`src/rtl/oob_det_pkg.sv`:
```
package oob_det_pkg;
  typedef enum logic [1:0] {
    GAP_NONE = 2'd0,
    GAP_WAKE = 2'd1,
    GAP_INIT = 2'd2
  } gap_class_e;
endpackage

```
`src/rtl/oob_burst_tracker.sv`:
```
// Qualifies bursts against a minimum length and measures the low time between them.
module oob_burst_tracker #(
  parameter int MIN_BURST = 4,
  parameter int IDLE_SAT  = 132,
  parameter int IDLE_W    = 8
) (
  input  logic              clk,
  input  logic              rst_n,
  input  logic              line_high,
  output logic              burst_evt,
  output logic [IDLE_W-1:0] gap_len,
  output logic              idle_timeout
);
  localparam int RW = (MIN_BURST < 2) ? 1 : $clog2(MIN_BURST + 1);

  logic              in_burst;
  logic [RW-1:0]     run;
  logic [IDLE_W-1:0] idle_cnt;

  assign burst_evt    = line_high && !in_burst && (run == RW'(MIN_BURST - 1));
  assign idle_timeout = !line_high && (idle_cnt == IDLE_W'(IDLE_SAT - 1));
  assign gap_len      = idle_cnt;

  always_ff @(posedge clk) begin
    if (!rst_n) begin
      in_burst <= 1'b0;
      run      <= '0;
      idle_cnt <= '0;
    end else if (line_high) begin
      if (!in_burst) begin
        if (burst_evt) begin
          in_burst <= 1'b1;
          run      <= '0;
          idle_cnt <= '0;
        end else begin
          run <= run + 1'b1;
        end
      end
    end else begin
      in_burst <= 1'b0;
      run      <= '0;
      if (idle_cnt != IDLE_W'(IDLE_SAT)) idle_cnt <= idle_cnt + 1'b1;
    end
  end

  // a burst is only entered after the line was high at the qualifying edge
  a_r7_burst_needs_energy: assert property (@(posedge clk) disable iff (!rst_n)
    $rose(in_burst) |-> ($past(line_high) && $past(run) == RW'(MIN_BURST - 1)));
  // idle counter never runs past its saturation value
  a_r8_idle_saturates: assert property (@(posedge clk) disable iff (!rst_n)
    idle_cnt <= IDLE_W'(IDLE_SAT));
endmodule

```
`src/rtl/oob_gap_window.sv`:
```
// Sorts a measured gap length into the wake window, the init window or neither.
module oob_gap_window
  import oob_det_pkg::*;
#(
  parameter int IDLE_W   = 8,
  parameter int WAKE_LO  = 14,
  parameter int WAKE_HI  = 43,
  parameter int INIT_LO  = 44,
  parameter int INIT_HI  = 131
) (
  input  logic [IDLE_W-1:0] gap_len,
  output gap_class_e        gap_cls
);
  always_comb begin
    if (gap_len >= IDLE_W'(WAKE_LO) && gap_len <= IDLE_W'(WAKE_HI))
      gap_cls = GAP_WAKE;
    else if (gap_len >= IDLE_W'(INIT_LO) && gap_len <= IDLE_W'(INIT_HI))
      gap_cls = GAP_INIT;
    else
      gap_cls = GAP_NONE;
  end
endmodule

```
`src/rtl/oob_seq_counter.sv`:
```
// Counts consecutive same-class gaps and fires a single-cycle hit.
module oob_seq_counter
  import oob_det_pkg::*;
#(
  parameter int GAPS_NEEDED = 3
) (
  input  logic       clk,
  input  logic       rst_n,
  input  logic       burst_evt,
  input  gap_class_e gap_cls,
  input  logic       idle_timeout,
  output logic       wake_hit,
  output logic       init_hit
);
  localparam int CW = $clog2(GAPS_NEEDED + 1);

  logic          armed;
  logic [CW-1:0] cnt;
  gap_class_e    cur_cls;
  logic [CW-1:0] cnt_next;

  always_comb begin
    if (cnt != '0 && gap_cls == cur_cls) cnt_next = cnt + 1'b1;
    else                                 cnt_next = CW'(1);
  end

  always_ff @(posedge clk) begin
    if (!rst_n) begin
      armed    <= 1'b0;
      cnt      <= '0;
      cur_cls  <= GAP_NONE;
      wake_hit <= 1'b0;
      init_hit <= 1'b0;
    end else begin
      wake_hit <= 1'b0;
      init_hit <= 1'b0;
      if (idle_timeout) begin
        armed <= 1'b0;
        cnt   <= '0;
      end else if (burst_evt) begin
        if (!armed) begin
          armed <= 1'b1;
          cnt   <= '0;
        end else if (gap_cls == GAP_NONE) begin
          cnt <= '0;
        end else if (cnt_next == CW'(GAPS_NEEDED)) begin
          wake_hit <= (gap_cls == GAP_WAKE);
          init_hit <= (gap_cls == GAP_INIT);
          cnt      <= '0;
          armed    <= 1'b0;
        end else begin
          cnt     <= cnt_next;
          cur_cls <= gap_cls;
        end
      end
    end
  end

  // a hit is only produced after an accepted burst
  a_r3_hit_after_burst: assert property (@(posedge clk) disable iff (!rst_n)
    (wake_hit || init_hit) |-> $past(burst_evt));
  // hits are single-cycle and never both at once
  a_r4_wake_one_cycle: assert property (@(posedge clk) disable iff (!rst_n)
    wake_hit |=> !wake_hit);
  a_r4_init_one_cycle: assert property (@(posedge clk) disable iff (!rst_n)
    init_hit |=> !init_hit);
  a_r4_exclusive: assert property (@(posedge clk) disable iff (!rst_n)
    $onehot0({wake_hit, init_hit}));
  // negation timeout disarms and clears
  a_r8_timeout_clears: assert property (@(posedge clk) disable iff (!rst_n)
    idle_timeout |=> (cnt == '0 && !armed));
  // an out-of-window gap clears the count
  a_r5_bad_gap_clears: assert property (@(posedge clk) disable iff (!rst_n)
    (burst_evt && armed && gap_cls == GAP_NONE) |=> cnt == '0);
endmodule

```
`src/rtl/oob_gap_classifier.sv`:
```
module oob_gap_classifier
  import oob_det_pkg::*;
#(
  parameter int CLK_NS      = 4,
  parameter int WAKE_MIN_NS = 55,
  parameter int SPLIT_NS    = 175,
  parameter int INIT_MAX_NS = 525,
  parameter int MIN_BURST   = 4,
  parameter int GAPS_NEEDED = 3,
  parameter bit IS_HOST     = 1'b1
) (
  input  logic clk,
  input  logic rst_n,
  input  logic line_high,
  output logic wake_det,
  output logic init_det,
  output logic reset_det
);
  localparam int WAKE_LO  = (WAKE_MIN_NS + CLK_NS - 1) / CLK_NS;
  localparam int WAKE_HI  = SPLIT_NS / CLK_NS;
  localparam int INIT_LO  = WAKE_HI + 1;
  localparam int INIT_HI  = INIT_MAX_NS / CLK_NS;
  localparam int IDLE_SAT = INIT_HI + 1;
  localparam int IDLE_W   = $clog2(IDLE_SAT + 1);

  logic              burst_evt;
  logic              idle_timeout;
  logic [IDLE_W-1:0] gap_len;
  gap_class_e        gap_cls;
  logic              init_hit;

  oob_burst_tracker #(
    .MIN_BURST (MIN_BURST),
    .IDLE_SAT  (IDLE_SAT),
    .IDLE_W    (IDLE_W)
  ) u_track (
    .clk          (clk),
    .rst_n        (rst_n),
    .line_high    (line_high),
    .burst_evt    (burst_evt),
    .gap_len      (gap_len),
    .idle_timeout (idle_timeout)
  );

  oob_gap_window #(
    .IDLE_W  (IDLE_W),
    .WAKE_LO (WAKE_LO),
    .WAKE_HI (WAKE_HI),
    .INIT_LO (INIT_LO),
    .INIT_HI (INIT_HI)
  ) u_window (
    .gap_len (gap_len),
    .gap_cls (gap_cls)
  );

  oob_seq_counter #(
    .GAPS_NEEDED (GAPS_NEEDED)
  ) u_count (
    .clk          (clk),
    .rst_n        (rst_n),
    .burst_evt    (burst_evt),
    .gap_cls      (gap_cls),
    .idle_timeout (idle_timeout),
    .wake_hit     (wake_det),
    .init_hit     (init_hit)
  );

  generate
    if (IS_HOST) begin : g_host
      assign init_det  = init_hit;
      assign reset_det = 1'b0;
    end else begin : g_device
      assign init_det  = 1'b0;
      assign reset_det = init_hit;
    end
  endgenerate

  // outputs quiet in the cycle after reset
  a_r10_quiet_after_reset: assert property (@(posedge clk)
    $rose(rst_n) |-> !(wake_det || init_det || reset_det));
  // the two init reporting pins never pulse together
  a_r9_single_init_pin: assert property (@(posedge clk) disable iff (!rst_n)
    !(init_det && reset_det));
endmodule

```
`config.mk`:
```
export PLATFORM = sky130hd
export DESIGN_NAME = oob_gap_classifier
export DESIGN_NICKNAME = d
export VERILOG_FILES = /design/src/rtl/oob_det_pkg.sv /design/src/rtl/oob_burst_tracker.sv /design/src/rtl/oob_gap_window.sv /design/src/rtl/oob_seq_counter.sv /design/src/rtl/oob_gap_classifier.sv
export SDC_FILE = /design/constraint.sdc
export NUM_CORES = 1
export LEC_CHECK = 0
export BUFFER_PORTS_ARGS = -buffer_cell sky130_fd_sc_hd__buf_2
export CAP_MARGIN = 20
export CORE_MARGIN = 5
export CORE_UTILIZATION = 55
export CTS_CLUSTER_DIAMETER = 50
export CTS_CLUSTER_SIZE = 8
export DETAILED_ROUTE_END_ITERATION = 10
export GPL_TIMING_DRIVEN = 0
export MAX_ROUTING_LAYER = met4
export PLACE_DENSITY_LB_ADDON = 0.1
export SYNTH_ARGS = -nofsm -noshare
export SYNTH_HDL_FRONTEND = slang
export SYNTH_SLANG_ARGS = --single-unit
```
`constraint.sdc`:
```
create_clock -name clk -period 2.5 [get_ports clk]
set_input_delay 0.625 -clock clk [delete_from_list [all_inputs] [get_ports clk]]
set_output_delay 0.625 -clock clk [all_outputs]
set_load 0.02 [all_outputs]
```
==> key figures <==
CTS
  • Clock latency of the later-clocked register in the worst-skew pair: 310 ps
  • Clock input transition at the sequential cells of the worst setup and hold paths: 110 ps
  • Buffer levels on the longest clock path: 2
  • H-tree lvl count: 1
  • Number of setup buffers added after CTS: 0
  • Num CTS Buffers: 3
  • TritonCTS clock tree: yes
  • Post-cts hold buffer count: 0
  • Clk Tree Root Cell: sky130_fd_sc_hd__clkbuf_4
  • # resized after CTS: 0
  • Sinks on the clock net: 19

Timing
  • Setup repair after global routing missed its margin: no
  • Setup Viol. Count Final: 0
  • Max Fclk: 0.516 GHz
  • Ratio of final minimum period to clock period: 0.775
  • Final worst path period need: 1940 ps
  • Worst slack on hold paths: 474 ps
  • Final setup skew: 1.44 ps
  • Slew Limit Fails: 0
  • Post-Route Setup TNS: 0 ps
  • Setup ws final: 564 ps
  • Endpoints failing hold: 0

Detailed routing
  • Met3 layer wire length in the routed design: 56 um
  • Metal2 WL: 838 um
  • Uppermost signal routing layer after detailed routing: met4
  • Number of antenna-violating nets in the routed design: 0
  • DR vias/cell: 5.54
  • Sum of routed wire segments on met1: 1010 um
  • Routed wire length: 1950 um
  • Via total after detailed routing: 848
  • Detailed Routing Iterations Pass 1: 4
  • Final routed wire length divided by cell count: 12.7 um
  • DR DRC count: 0
  • Count of routing violations after the opening detailed-route iteration: 5

Critical path
  • Ordered list of cells on the worst path: inv_1, ha_1, o211a_1, o221ai_2, xnor2_1, a211o_1, o21ba_1
  • Crit path largest cell delay: 400 ps
  • Arrival time of the worst setup path: 2150 ps
  • Crit path launch type: register
  • Setup crit end kind: register
  • Critical-path top delay cell: sky130_fd_sc_hd__dfxtp_1
  • Required time reported for the critical path endpoint: 2720 ps
  • Reg2reg end: u_count.armed$_SDFFE_PP0P_
  • Maximum fanout encountered on the critical timing path: 5
  • Reg2reg setup slack: 560 ps
  • Start-to-end type of the worst setup path: reg2reg
  • Depth of the worst register-to-register path: 7
  • FF-to-FF Start: u_track.gap_len[0]$_SDFFE_PN0P_

Pwr
  • Worst voltage drop across the vdd grid: 0.327 mV
  • Total power divided by cell area: 436 mW/mm2
  • Static power due to leakage: 0.455 nW
  • Tot Pwr: 503 uW

Finish
  • Commonest non-fill, non-tap cells in the layout: sky130_fd_sc_hd__nor2_1, sky130_fd_sc_hd__dfxtp_1, sky130_fd_sc_hd__inv_1, sky130_fd_sc_hd__a21oi_1
  • Proportion of layout cells with a drive suffix above 1: 0.167
  • Antenna diode instance count: 0
  • Util after Layout: 0.606
  • Most common library cell in the layout ignoring fill and taps: sky130_fd_sc_hd__nor2_1
  • Net count of the finished layout: 135
  • Post-layout instance count excluding filler cells: 153
  • Layout fillers: 176
  • Synth-to-Final Area Change: 7.59%
  • Post-route cell area: 0.00115 mm2

Yosys
  • Post-synthesis instance area: 0.00107 mm2
  • Synth Warn #: 0
  • Post-synth EDFFs: 0
  • Avg Cell Area, Syn: 9.08 um2
  • Primary flip-flop cell chosen by synthesis mapping: sky130_fd_sc_hd__dfxtp_1
  • Syn nets: 126
  • Count of cell types in the netlist: 39
  • Count of state elements after synthesis: 19
  • Gate Count Post-Synth: 118
  • FFs w/ async S/R, synth: 0
  • Sequential share of the synthesized area: 0.355

Global routing
  • First-pass GRT wire length: 3660 um
  • Pin count of the biggest net entering global routing: 12
  • Global-route usage over all layers: 0.178
  • Total congestion overflow: 0
  • Number of global-route vias before repair: 839
  • Antenna violations before repair: 0

Worst hold path
  • Worst hold path startpoint: u_track.run[2]$_SDFFE_PN0N_
  • Hold EP: u_track.run[2]$_SDFFE_PN0N_
  • Hold Path Stages: 2
  • Worst hold path type: reg2reg

Placed design
  • Number of buffers added on ports: 4
  • HPWL after detailed placement: 1430 um
  • Setup slack after placement: 465 ps
  • Post-placement cell area: 0.00112 mm2
  • Routability cong.: 0.755
  • Total placed cells including tap cells: 149

Floorplan
  • Placeable core area: 0.00190 mm2
  • Die Y-Extent: 54.1 um
  • DIE WIDTH: 54.1 um
  • Number of top-level pins: 6
  • Num rows: 16
  • Full die area: 0.00293 mm2
  • Starting utilization of the core area: 0.563

Outcome
  • Outcome: complete, no violations

Run
  • Max-capacitance violation count: 0
flip-flops by register name (all words and copies together), names as in the netlist:
register	flops
u_count.armed	1
u_count.cnt	2
u_count.cur_cls	2
u_count.init_hit	1
u_count.wake_hit	1
u_track.gap_len	8
u_track.in_burst	1
u_track.run	3
cell usage after synthesis (3+ instances only):
cell type,instances,area share
sky130_fd_sc_hd__nor2_1,20,0.070
sky130_fd_sc_hd__dfxtp_1,19,0.36
sky130_fd_sc_hd__a21oi_1,7,0.033
sky130_fd_sc_hd__inv_1,7,0.025
sky130_fd_sc_hd__ha_1,5,0.058
sky130_fd_sc_hd__o2111ai_1,5,0.041
sky130_fd_sc_hd__o21ai_0,5,0.023
sky130_fd_sc_hd__xor2_1,5,0.041
sky130_fd_sc_hd__nand2_1,4,0.014
sky130_fd_sc_hd__nor3_1,3,0.014
sky130_fd_sc_hd__or3_1,3,0.018
sky130_fd_sc_hd__xnor2_1,3,0.025
metal layers:
metal	GRT usage	up-vias
met3	0.0249	6
met2	0.263	8
met5	-	-
met1	0.230	399
met4	0.0996	0
li1	-	435
area by class of cell:
class,count,area (um2),area share
buffer,4,30.0,0.0261
clock buffer,3,22.5,0.0195
clock inverter,1,5.00,0.00434
inverter,7,26.3,0.0228
multi-input combinational,88,634,0.550
sequential,19,380,0.330
tap,27,33.8,0.0293
timing repair buffer,4,20.0,0.0174
worst max-delay path, delay by kind of cell (launching register included):
kind            cells  cell delay (ps)
compound gates      4             1000
xor+xnor            1              130
fa+ha+maj           1              200
buf+inv             1              100
flops               1              400
kinds of logic after synthesis:
| kind of cell | synth area share |
|---|---|
| compound gates | 0.223 |
| xor+xnor | 0.0654 |
| fa+ha+maj | 0.0584 |
| buf+inv | 0.0526 |
| flops | 0.355 |
| other cells | 0.00350 |
| simple gates | 0.242 |
worst max path at each step:
| stage | from | endpoint | cells past startpoint |
|---|---|---|---|
| finish | u_track.gap_len[0]$_SDFFE_PN0P_ | u_count.armed$_SDFFE_PP0P_ | 7 |
| global route | u_track.gap_len[0]$_SDFFE_PN0P_ | u_count.init_hit$_SDFF_PP0_ | 7 |
| CTS | u_track.gap_len[0]$_SDFFE_PN0P_ | u_count.armed$_SDFFE_PP0P_ | 7 |
| detailed placement | line_high | u_track.gap_len[4]$_SDFFE_PN0P_ | 5 |
| global placement | line_high | u_track.gap_len[7]$_SDFFE_PN0P_ | 5 |
| floorplan | u_track.gap_len[0]$_SDFFE_PN0P_ | u_count.armed$_SDFFE_PP0P_ | 7 |
where the power goes:
part           switching, mW  internal [mW]  leakage, nW
Combinational         0.0181         0.0106        0.284
Clock                  0.104         0.0599       0.0177
Sequential           0.00342          0.306        0.154
Total                  0.126          0.377        0.455
(Power assumes the default switching activity.)
